File: config.mk
export PLATFORM = sky130hd
export DESIGN_NAME = byte_in_port
export DESIGN_NICKNAME = d
export VERILOG_FILES = /design/src/rtl/bip_pkg.sv /design/src/rtl/bip_rst_sync.sv /design/src/rtl/bip_regs.sv /design/src/rtl/bip_fetch.sv /design/src/rtl/bip_irq.sv /design/src/rtl/byte_in_port.sv
export SDC_FILE = /design/constraint.sdc
export NUM_CORES = 1
export LEC_CHECK = 0
export ABC_AREA = 0
export BUFFER_PORTS_ARGS = -buffer_cell sky130_fd_sc_hd__buf_2
export CORE_ASPECT_RATIO = 1.25
export CORE_MARGIN = 1
export CORE_UTILIZATION = 50
export CTS_CLUSTER_DIAMETER = 60
export DETAILED_ROUTE_END_ITERATION = 16
export GPL_TIMING_DRIVEN = 0
export PLACE_DENSITY_LB_ADDON = 0.1
export SETUP_SLACK_MARGIN = 0.5
export SYNTH_ARGS = -nofsm -noshare
export SYNTH_HDL_FRONTEND = slang
export SYNTH_HIERARCHICAL = 1
export SYNTH_SLANG_ARGS = --single-unit
File: constraint.sdc
create_clock -name clk -period 1.6 [get_ports clk]
set_clock_uncertainty 0.2 [all_clocks]
set_input_delay 0.24 -clock clk [delete_from_list [all_inputs] [get_ports clk]]
set_output_delay 0.24 -clock clk [all_outputs]
set_load 0.02 [all_outputs]
File: src/rtl/bip_pkg.sv
package bip_pkg;

  typedef enum logic [1:0] {
    FS_IDLE = 2'd0,
    FS_REQ  = 2'd1,
    FS_REL  = 2'd2
  } fetch_st_t;

  localparam int unsigned REG_DATA = 0;
  localparam int unsigned REG_CTRL = 1;
  localparam int unsigned REG_TMO  = 2;

  // control write bits
  localparam int unsigned CB_START   = 0;
  localparam int unsigned CB_CLR_RDY = 1;
  localparam int unsigned CB_IEN     = 2;
  localparam int unsigned CB_CLR_ERR = 3;

  // status read bits
  localparam int unsigned SB_RDY  = 0;
  localparam int unsigned SB_BUSY = 1;
  localparam int unsigned SB_IEN  = 2;
  localparam int unsigned SB_ERR  = 3;
  localparam int unsigned SB_IRQ  = 4;
  localparam int unsigned SB_W    = 5;

  typedef struct packed {
    logic start;
    logic clr_rdy;
    logic clr_err;
  } bip_cmd_t;

endpackage

File: src/rtl/bip_rst_sync.sv
module bip_rst_sync #(
  parameter int unsigned STAGES = 2
) (
  input  logic clk,
  input  logic rst_n,
  output logic rst_sync_n
);
  logic [STAGES-1:0] chain_q;

  always_ff @(posedge clk or negedge rst_n) begin
    if (!rst_n) chain_q <= '0;
    else        chain_q <= {chain_q[STAGES-2:0], 1'b1};
  end

  assign rst_sync_n = chain_q[STAGES-1];
endmodule

File: src/rtl/bip_regs.sv
module bip_regs
  import bip_pkg::*;
#(
  parameter int unsigned ADDR_W   = 2,
  parameter int unsigned DATA_W   = 16,
  parameter int unsigned BYTE_W   = 8,
  parameter int unsigned TMO_W    = 16,
  parameter int unsigned TMO_INIT = 100
) (
  input  logic              clk,
  input  logic              rst_n,
  input  logic              bus_sel,
  input  logic              bus_wr,
  input  logic [ADDR_W-1:0] bus_addr,
  input  logic [DATA_W-1:0] bus_wdata,
  output logic [DATA_W-1:0] bus_rdata,
  input  logic              rdy_i,
  input  logic              busy_i,
  input  logic              err_i,
  input  logic              irq_i,
  input  logic [BYTE_W-1:0] byte_i,
  output bip_cmd_t          cmd_o,
  output logic              data_rd_o,
  output logic              ien_o,
  output logic [TMO_W-1:0]  tmo_lim_o
);
  localparam logic [ADDR_W-1:0] A_DATA = ADDR_W'(REG_DATA);
  localparam logic [ADDR_W-1:0] A_CTRL = ADDR_W'(REG_CTRL);
  localparam logic [ADDR_W-1:0] A_TMO  = ADDR_W'(REG_TMO);

  logic             wr_ctrl, wr_tmo, rd_any;
  logic             ien_q, ien_d;
  logic [TMO_W-1:0] tmo_q, tmo_d;
  logic [SB_W-1:0]  status;

  assign wr_ctrl = bus_sel && bus_wr && (bus_addr == A_CTRL);
  assign wr_tmo  = bus_sel && bus_wr && (bus_addr == A_TMO);
  assign rd_any  = bus_sel && !bus_wr;

  always_comb begin
    cmd_o.start   = wr_ctrl && bus_wdata[CB_START];
    cmd_o.clr_rdy = wr_ctrl && bus_wdata[CB_CLR_RDY];
    cmd_o.clr_err = wr_ctrl && bus_wdata[CB_CLR_ERR];
    data_rd_o     = rd_any && (bus_addr == A_DATA);
  end

  always_comb begin
    ien_d = wr_ctrl ? bus_wdata[CB_IEN] : ien_q;
    tmo_d = wr_tmo  ? bus_wdata[TMO_W-1:0] : tmo_q;
  end

  always_ff @(posedge clk or negedge rst_n) begin
    if (!rst_n) begin
      ien_q <= 1'b0;
      tmo_q <= TMO_W'(TMO_INIT);
    end else begin
      ien_q <= ien_d;
      tmo_q <= tmo_d;
    end
  end

  always_comb begin
    status          = '0;
    status[SB_RDY]  = rdy_i;
    status[SB_BUSY] = busy_i;
    status[SB_IEN]  = ien_q;
    status[SB_ERR]  = err_i;
    status[SB_IRQ]  = irq_i;
  end

  always_comb begin
    bus_rdata = '0;
    if (rd_any) begin
      unique case (bus_addr)
        A_DATA:  bus_rdata[BYTE_W-1:0] = byte_i;
        A_CTRL:  bus_rdata[SB_W-1:0]   = status;
        A_TMO:   bus_rdata[TMO_W-1:0]  = tmo_q;
        default: bus_rdata = '0;
      endcase
    end
  end

  assign ien_o     = ien_q;
  assign tmo_lim_o = tmo_q;

  AST_TMO_WRITE: assert property (@(posedge clk) disable iff (!rst_n)
    wr_tmo |=> (tmo_lim_o == $past(bus_wdata[TMO_W-1:0])));
endmodule

File: src/rtl/bip_fetch.sv
module bip_fetch
  import bip_pkg::*;
#(
  parameter int unsigned BYTE_W = 8,
  parameter int unsigned TMO_W  = 16
) (
  input  logic              clk,
  input  logic              rst_n,
  input  logic              start_i,
  input  logic              clr_rdy_i,
  input  logic              clr_err_i,
  input  logic [TMO_W-1:0]  tmo_lim_i,
  input  logic              dev_ack_i,
  input  logic [BYTE_W-1:0] dev_data_i,
  output logic              dev_req_o,
  output logic              rdy_o,
  output logic              err_o,
  output logic              busy_o,
  output logic              rdy_set_o,
  output logic [BYTE_W-1:0] byte_o
);
  localparam logic [TMO_W-1:0] CNT_ONE = TMO_W'(1);
  localparam logic [TMO_W:0]   EXT_ONE = (TMO_W+1)'(1);

  fetch_st_t         st_q, st_d;
  logic [TMO_W-1:0]  cnt_q, cnt_d;
  logic [BYTE_W-1:0] byte_q;
  logic              byte_en;
  logic              rdy_q, rdy_d, err_q, err_d, ack_q;
  logic              ack_rise, tmo_hit, set_rdy;

  assign ack_rise = dev_ack_i && !ack_q;

  always_comb begin
    st_d    = st_q;
    cnt_d   = cnt_q;
    byte_en = 1'b0;
    set_rdy = 1'b0;
    tmo_hit = 1'b0;
    unique case (st_q)
      FS_IDLE: begin
        if (start_i && !rdy_q) begin
          st_d  = FS_REQ;
          cnt_d = '0;
        end
      end
      FS_REQ: begin
        if (ack_rise) begin
          byte_en = 1'b1;
          set_rdy = 1'b1;
          st_d    = FS_REL;
        end else if (({1'b0, cnt_q} + EXT_ONE) >= {1'b0, tmo_lim_i}) begin
          tmo_hit = 1'b1;
          st_d    = FS_IDLE;
        end else begin
          cnt_d = cnt_q + CNT_ONE;
        end
      end
      FS_REL: begin
        if (!dev_ack_i) st_d = FS_IDLE;
      end
      default: st_d = FS_IDLE;
    endcase
  end

  always_comb begin
    rdy_d = set_rdy ? 1'b1 : (clr_rdy_i ? 1'b0 : rdy_q);
    err_d = tmo_hit ? 1'b1 : (clr_err_i ? 1'b0 : err_q);
  end

  always_ff @(posedge clk or negedge rst_n) begin
    if (!rst_n) begin
      st_q  <= FS_IDLE;
      cnt_q <= '0;
      rdy_q <= 1'b0;
      err_q <= 1'b0;
      ack_q <= 1'b0;
    end else begin
      st_q  <= st_d;
      cnt_q <= cnt_d;
      rdy_q <= rdy_d;
      err_q <= err_d;
      ack_q <= dev_ack_i;
    end
  end

  always_ff @(posedge clk or negedge rst_n) begin
    if (!rst_n)       byte_q <= '0;
    else if (byte_en) byte_q <= dev_data_i;
  end

  assign dev_req_o = (st_q == FS_REQ);
  assign busy_o    = (st_q != FS_IDLE);
  assign rdy_o     = rdy_q;
  assign err_o     = err_q;
  assign rdy_set_o = set_rdy;
  assign byte_o    = byte_q;

  AST_RDY_FROM_ACK: assert property (@(posedge clk) disable iff (!rst_n)
    $rose(rdy_q) |-> ($past(dev_req_o) && $past(dev_ack_i)));
  AST_TMO_DROPS_REQ: assert property (@(posedge clk) disable iff (!rst_n)
    $rose(err_q) |-> (!dev_req_o && !rdy_q));
  AST_REQ_NEEDS_CLEAR: assert property (@(posedge clk) disable iff (!rst_n)
    $rose(dev_req_o) |-> !rdy_q);
endmodule

File: src/rtl/bip_irq.sv
module bip_irq (
  input  logic clk,
  input  logic rst_n,
  input  logic ien_i,
  input  logic rdy_set_i,
  input  logic rdy_clr_i,
  input  logic rdy_i,
  input  logic irq_ack_i,
  output logic irq_o
);
  logic irq_q, irq_d;

  always_comb begin
    if (rdy_set_i && ien_i)          irq_d = 1'b1;
    else if (irq_ack_i || rdy_clr_i) irq_d = 1'b0;
    else                             irq_d = irq_q;
  end

  always_ff @(posedge clk or negedge rst_n) begin
    if (!rst_n) irq_q <= 1'b0;
    else        irq_q <= irq_d;
  end

  assign irq_o = irq_q;

  AST_IRQ_WITH_RDY: assert property (@(posedge clk) disable iff (!rst_n)
    irq_o |-> rdy_i);
  AST_IRQ_ACK_CLEARS: assert property (@(posedge clk) disable iff (!rst_n)
    (irq_ack_i && !rdy_set_i) |=> !irq_o);
  AST_IRQ_OFF_DISABLED: assert property (@(posedge clk) disable iff (!rst_n)
    (rdy_set_i && !ien_i && !irq_o) |=> !irq_o);
endmodule

File: src/rtl/byte_in_port.sv
module byte_in_port
  import bip_pkg::*;
#(
  parameter int unsigned ADDR_W   = 2,
  parameter int unsigned DATA_W   = 16,
  parameter int unsigned BYTE_W   = 8,
  parameter int unsigned TMO_W    = 16,
  parameter int unsigned TMO_INIT = 100,
  parameter int unsigned SYNC_STG = 2
) (
  input  logic              clk,
  input  logic              rst_n,
  input  logic              bus_sel,
  input  logic              bus_wr,
  input  logic [ADDR_W-1:0] bus_addr,
  input  logic [DATA_W-1:0] bus_wdata,
  output logic [DATA_W-1:0] bus_rdata,
  output logic              irq,
  input  logic              irq_ack,
  output logic              dev_req,
  input  logic              dev_ack,
  input  logic [BYTE_W-1:0] dev_data
);
  logic              rst_i_n;
  bip_cmd_t          cmd;
  logic              data_rd, ien, rdy, err, busy, rdy_set, clr_rdy;
  logic [TMO_W-1:0]  tmo_lim;
  logic [BYTE_W-1:0] byte_val;

  assign clr_rdy = cmd.clr_rdy || data_rd;

  bip_rst_sync #(.STAGES(SYNC_STG)) i_rst (
    .clk(clk), .rst_n(rst_n), .rst_sync_n(rst_i_n)
  );

  bip_regs #(
    .ADDR_W(ADDR_W), .DATA_W(DATA_W), .BYTE_W(BYTE_W),
    .TMO_W(TMO_W), .TMO_INIT(TMO_INIT)
  ) i_regs (
    .clk(clk), .rst_n(rst_i_n),
    .bus_sel(bus_sel), .bus_wr(bus_wr), .bus_addr(bus_addr),
    .bus_wdata(bus_wdata), .bus_rdata(bus_rdata),
    .rdy_i(rdy), .busy_i(busy), .err_i(err), .irq_i(irq), .byte_i(byte_val),
    .cmd_o(cmd), .data_rd_o(data_rd), .ien_o(ien), .tmo_lim_o(tmo_lim)
  );

  bip_fetch #(.BYTE_W(BYTE_W), .TMO_W(TMO_W)) i_fetch (
    .clk(clk), .rst_n(rst_i_n),
    .start_i(cmd.start), .clr_rdy_i(clr_rdy), .clr_err_i(cmd.clr_err),
    .tmo_lim_i(tmo_lim), .dev_ack_i(dev_ack), .dev_data_i(dev_data),
    .dev_req_o(dev_req), .rdy_o(rdy), .err_o(err), .busy_o(busy),
    .rdy_set_o(rdy_set), .byte_o(byte_val)
  );

  bip_irq i_irq (
    .clk(clk), .rst_n(rst_i_n),
    .ien_i(ien), .rdy_set_i(rdy_set), .rdy_clr_i(clr_rdy), .rdy_i(rdy),
    .irq_ack_i(irq_ack), .irq_o(irq)
  );
endmodule

==> results.ini <==
[global_route]
grt_most_used_layer=met2
gr-usage-all-layers_pct=27.1
grt_max_degree=48
grt_pass1_wl_um=13700
use_met3_pct=3.70
grt_remaining_overflow=0
grt_antenna_before_repair=0
use_met2_pct=48.1
use_met1_pct=31.9
first_global_vias=2884

[layout]
drive_gt1_share_pct=55.9
final_cells=497
utilization_pct=82.8
area_delta_synth_final_pct=57.4
n_antenna_cell=0
layout.nets=463

[routing]
drc_errors=0
wirelength_um=9470
drt_iter0_drc=212
vias=2954
ant_nets=0
wl_per_cell_um=19.1
drtPass1Iterations=5
via_per_inst=5.94

[status]
status=finished with violations
violations=hold timing, setup timing

[worst_setup_path]
r2r_cells=10
cp.arrival_ps=3360
critical-path-max-stage-delay_ps=560
r2r_setup_slack_ps=-1720
required_ps=1650
crit_buf_inv=0
cp_max_fo=6
critPathKind=register to register
crit_path_start_kind=register
crit_path_top_delay_cell=or4_4
path_depth=10
crit_path_end_kind=register
rr_startpoint=i_fetch/cnt_q[10]
crit_start=i_fetch/cnt_q[10]
rr_endpoint=i_fetch/cnt_q[0]
endpoint=i_fetch/cnt_q[0]
cp_cell_sequence=nand2_1, or4_4, xnor2_1, ha_1, nand4_1, nor3_4, o21ai_2, a21oi_2, a21o_1, mux2_2
critPathTopFamily=simple AND/OR/NAND/NOR gates

[logic_synthesis]
ys_seq_area_share_pct=39.7
syn-instance-count=308
async_flop_share_pct=100
synth_edf_count=0
yosysMostFrequentCell=dfrtp_1
synth_flop_cell=dfrtp_1
syn-cell-area_sq_um=3100
syn_avg_cell_area_sq_um=10.1
syn_nets=357
synth_commonest_cells=dfrtp_1 (46), nand2_1 (28), inv_1 (20)
synth_top_area_cell=dfrtp_1
synthDominantCellAreaShare_pct=37.1
yosys_warnings=6
ys_ff_latch=49
ys_top_cells_by_area=dfrtp_1 (37%), ha_1 (6.9%), mux2_2 (5.8%)
yosysUniqueCellTypes=53

[floorplanning]
die_area_sq_um=6520
initial_utilization_pct=52.6
die_w_um=72.4
rows=31
fp.dieH_um=90.1
core_area_sq_um=5900
io_pins=50

[placement]
numPlacedInstances=439
dpl.hpwl_um=5410
port_buffers=49
gpl.final_weighted_congestion=0.837

[sta]
finalHoldViolCount=24
rsz0062_at_grt=yes
clock.fmax_mhz=302
fin_crit_ps=3320
setup_viol=34
slew_viol_final=0
finalCritPeriodShare_pct=207
fin_ws_ps=-1720
hold_slack_ps=-49.1

[pwr]
power_density_nw_per_um2=1080
p_leak_uw=0.00229
ir_drop_v=0.000608

[cts]
cts_root_buffer=clkbuf_8
cts.sinks=49
htreeDepth=2
numCtsBuffers=5
hold_buffers=3
cts_tree=built
clockBufferDepth=2
clk_pin_slew_worst_paths_ps=100
clock_latency_ps=310

[job]
maxCapViolCount=0

[hold_path]
hp-start=bus_wdata[7]
hp-class=input pin to register

## where the power goes
part           switching [uW]  internal, uW
sequential                311          1580
combinational            1070          1260
clock                     455           622
total                    1840          3460
## state kept, by name (all words and copies together), names as in the netlist
name              cells
i_rst/chain_q         2
i_fetch/byte_o        8
i_fetch/cnt_q        16
i_fetch/rdy_o         1
i_regs/ien_o          1
i_irq/irq_o           1
i_fetch/st_q          2
i_regs/tmo_lim_o     16
i_fetch/err_o         1
i_fetch/ack_q         1
## final cells by class
class	count	area [sq um]
buffer	12	160
clock buffer	5	68.8
clock inverter	3	65.1
fill	321	1010
inverter	21	91.3
multi-input combinational	226	2250
sequential	49	1240
tap	82	103
timing repair buffer	99	898
## cell usage in the layout, fill, tap and decap left out, drive strengths merged, types with 6 or more instances in the layout
cell / n
dfrtp: 46
mux2: 26
or2: 8
clkbuf: 9
ha: 17
inv: 21
nand2: 28
buf: 103
and2: 13
o21ai: 9
nor2: 10
nand2b: 11
a21oi: 7
nand3: 12
xnor2: 6
a211oi: 11
o211ai: 11
## how the worst min path moves through the flow
stage | endpoint | cells after the start | slack [ps]
after detailed placement | i_rst/chain_q[0] | 1 | -170
final | i_regs/tmo_lim_o[7] | 2 | -50
after global placement | i_rst/chain_q[0] | 1 | -180
after global routing | i_regs/tmo_lim_o[7] | 2 | -50
after CTS | i_regs/tmo_lim_o[10] | 2 | -40
after floorplan | i_rst/chain_q[0] | 0 | -260
## metrics by stage
step	worst slack, ps	hold slack, ps	setup TNS (ps)	power (uW)	cell area [sq um]
after detailed placement	-1790	-173	-32240	3520	3810
after global routing	-1810	-52.7	-33880	5580	4880
after global placement	-1720	-176	-31440	3450	3810
final	-1720	-49.1	-31480	5290	4880
after floorplan	-1410	-256	-23510	3120	3460
after CTS	-1530	-43.3	-27090	5000	4570
## timing repair
item,4_1_cts,5_1_grt
resized for setup,88,29
cloned,1,2
pin swaps,36,22
buffers inserted,29,15
setup endpoints to repair,57,55
hold endpoints to repair,29,22
## metal layers
metal,vias to the layer above,part of all wire (%)
met5,-,0
met2,125,54
li1,1313,-
met4,0,3.2
met3,27,4.4
met1,1489,38
## logic make-up after synthesis
| family | share of synthesized area (%) |
|---|---|
| AOI/OAI and AO/OA | 13.6 |
| buffers and inverters | 4.88 |
| DFF | 39.7 |
| xor gates and xnor gates | 2.82 |
| other | 0.121 |
| and+or+nand+nor | 20.5 |
| muxes | 11.6 |
| adders and majority gates | 6.86 |
Note: power is estimated with default switching activity, not from simulation.
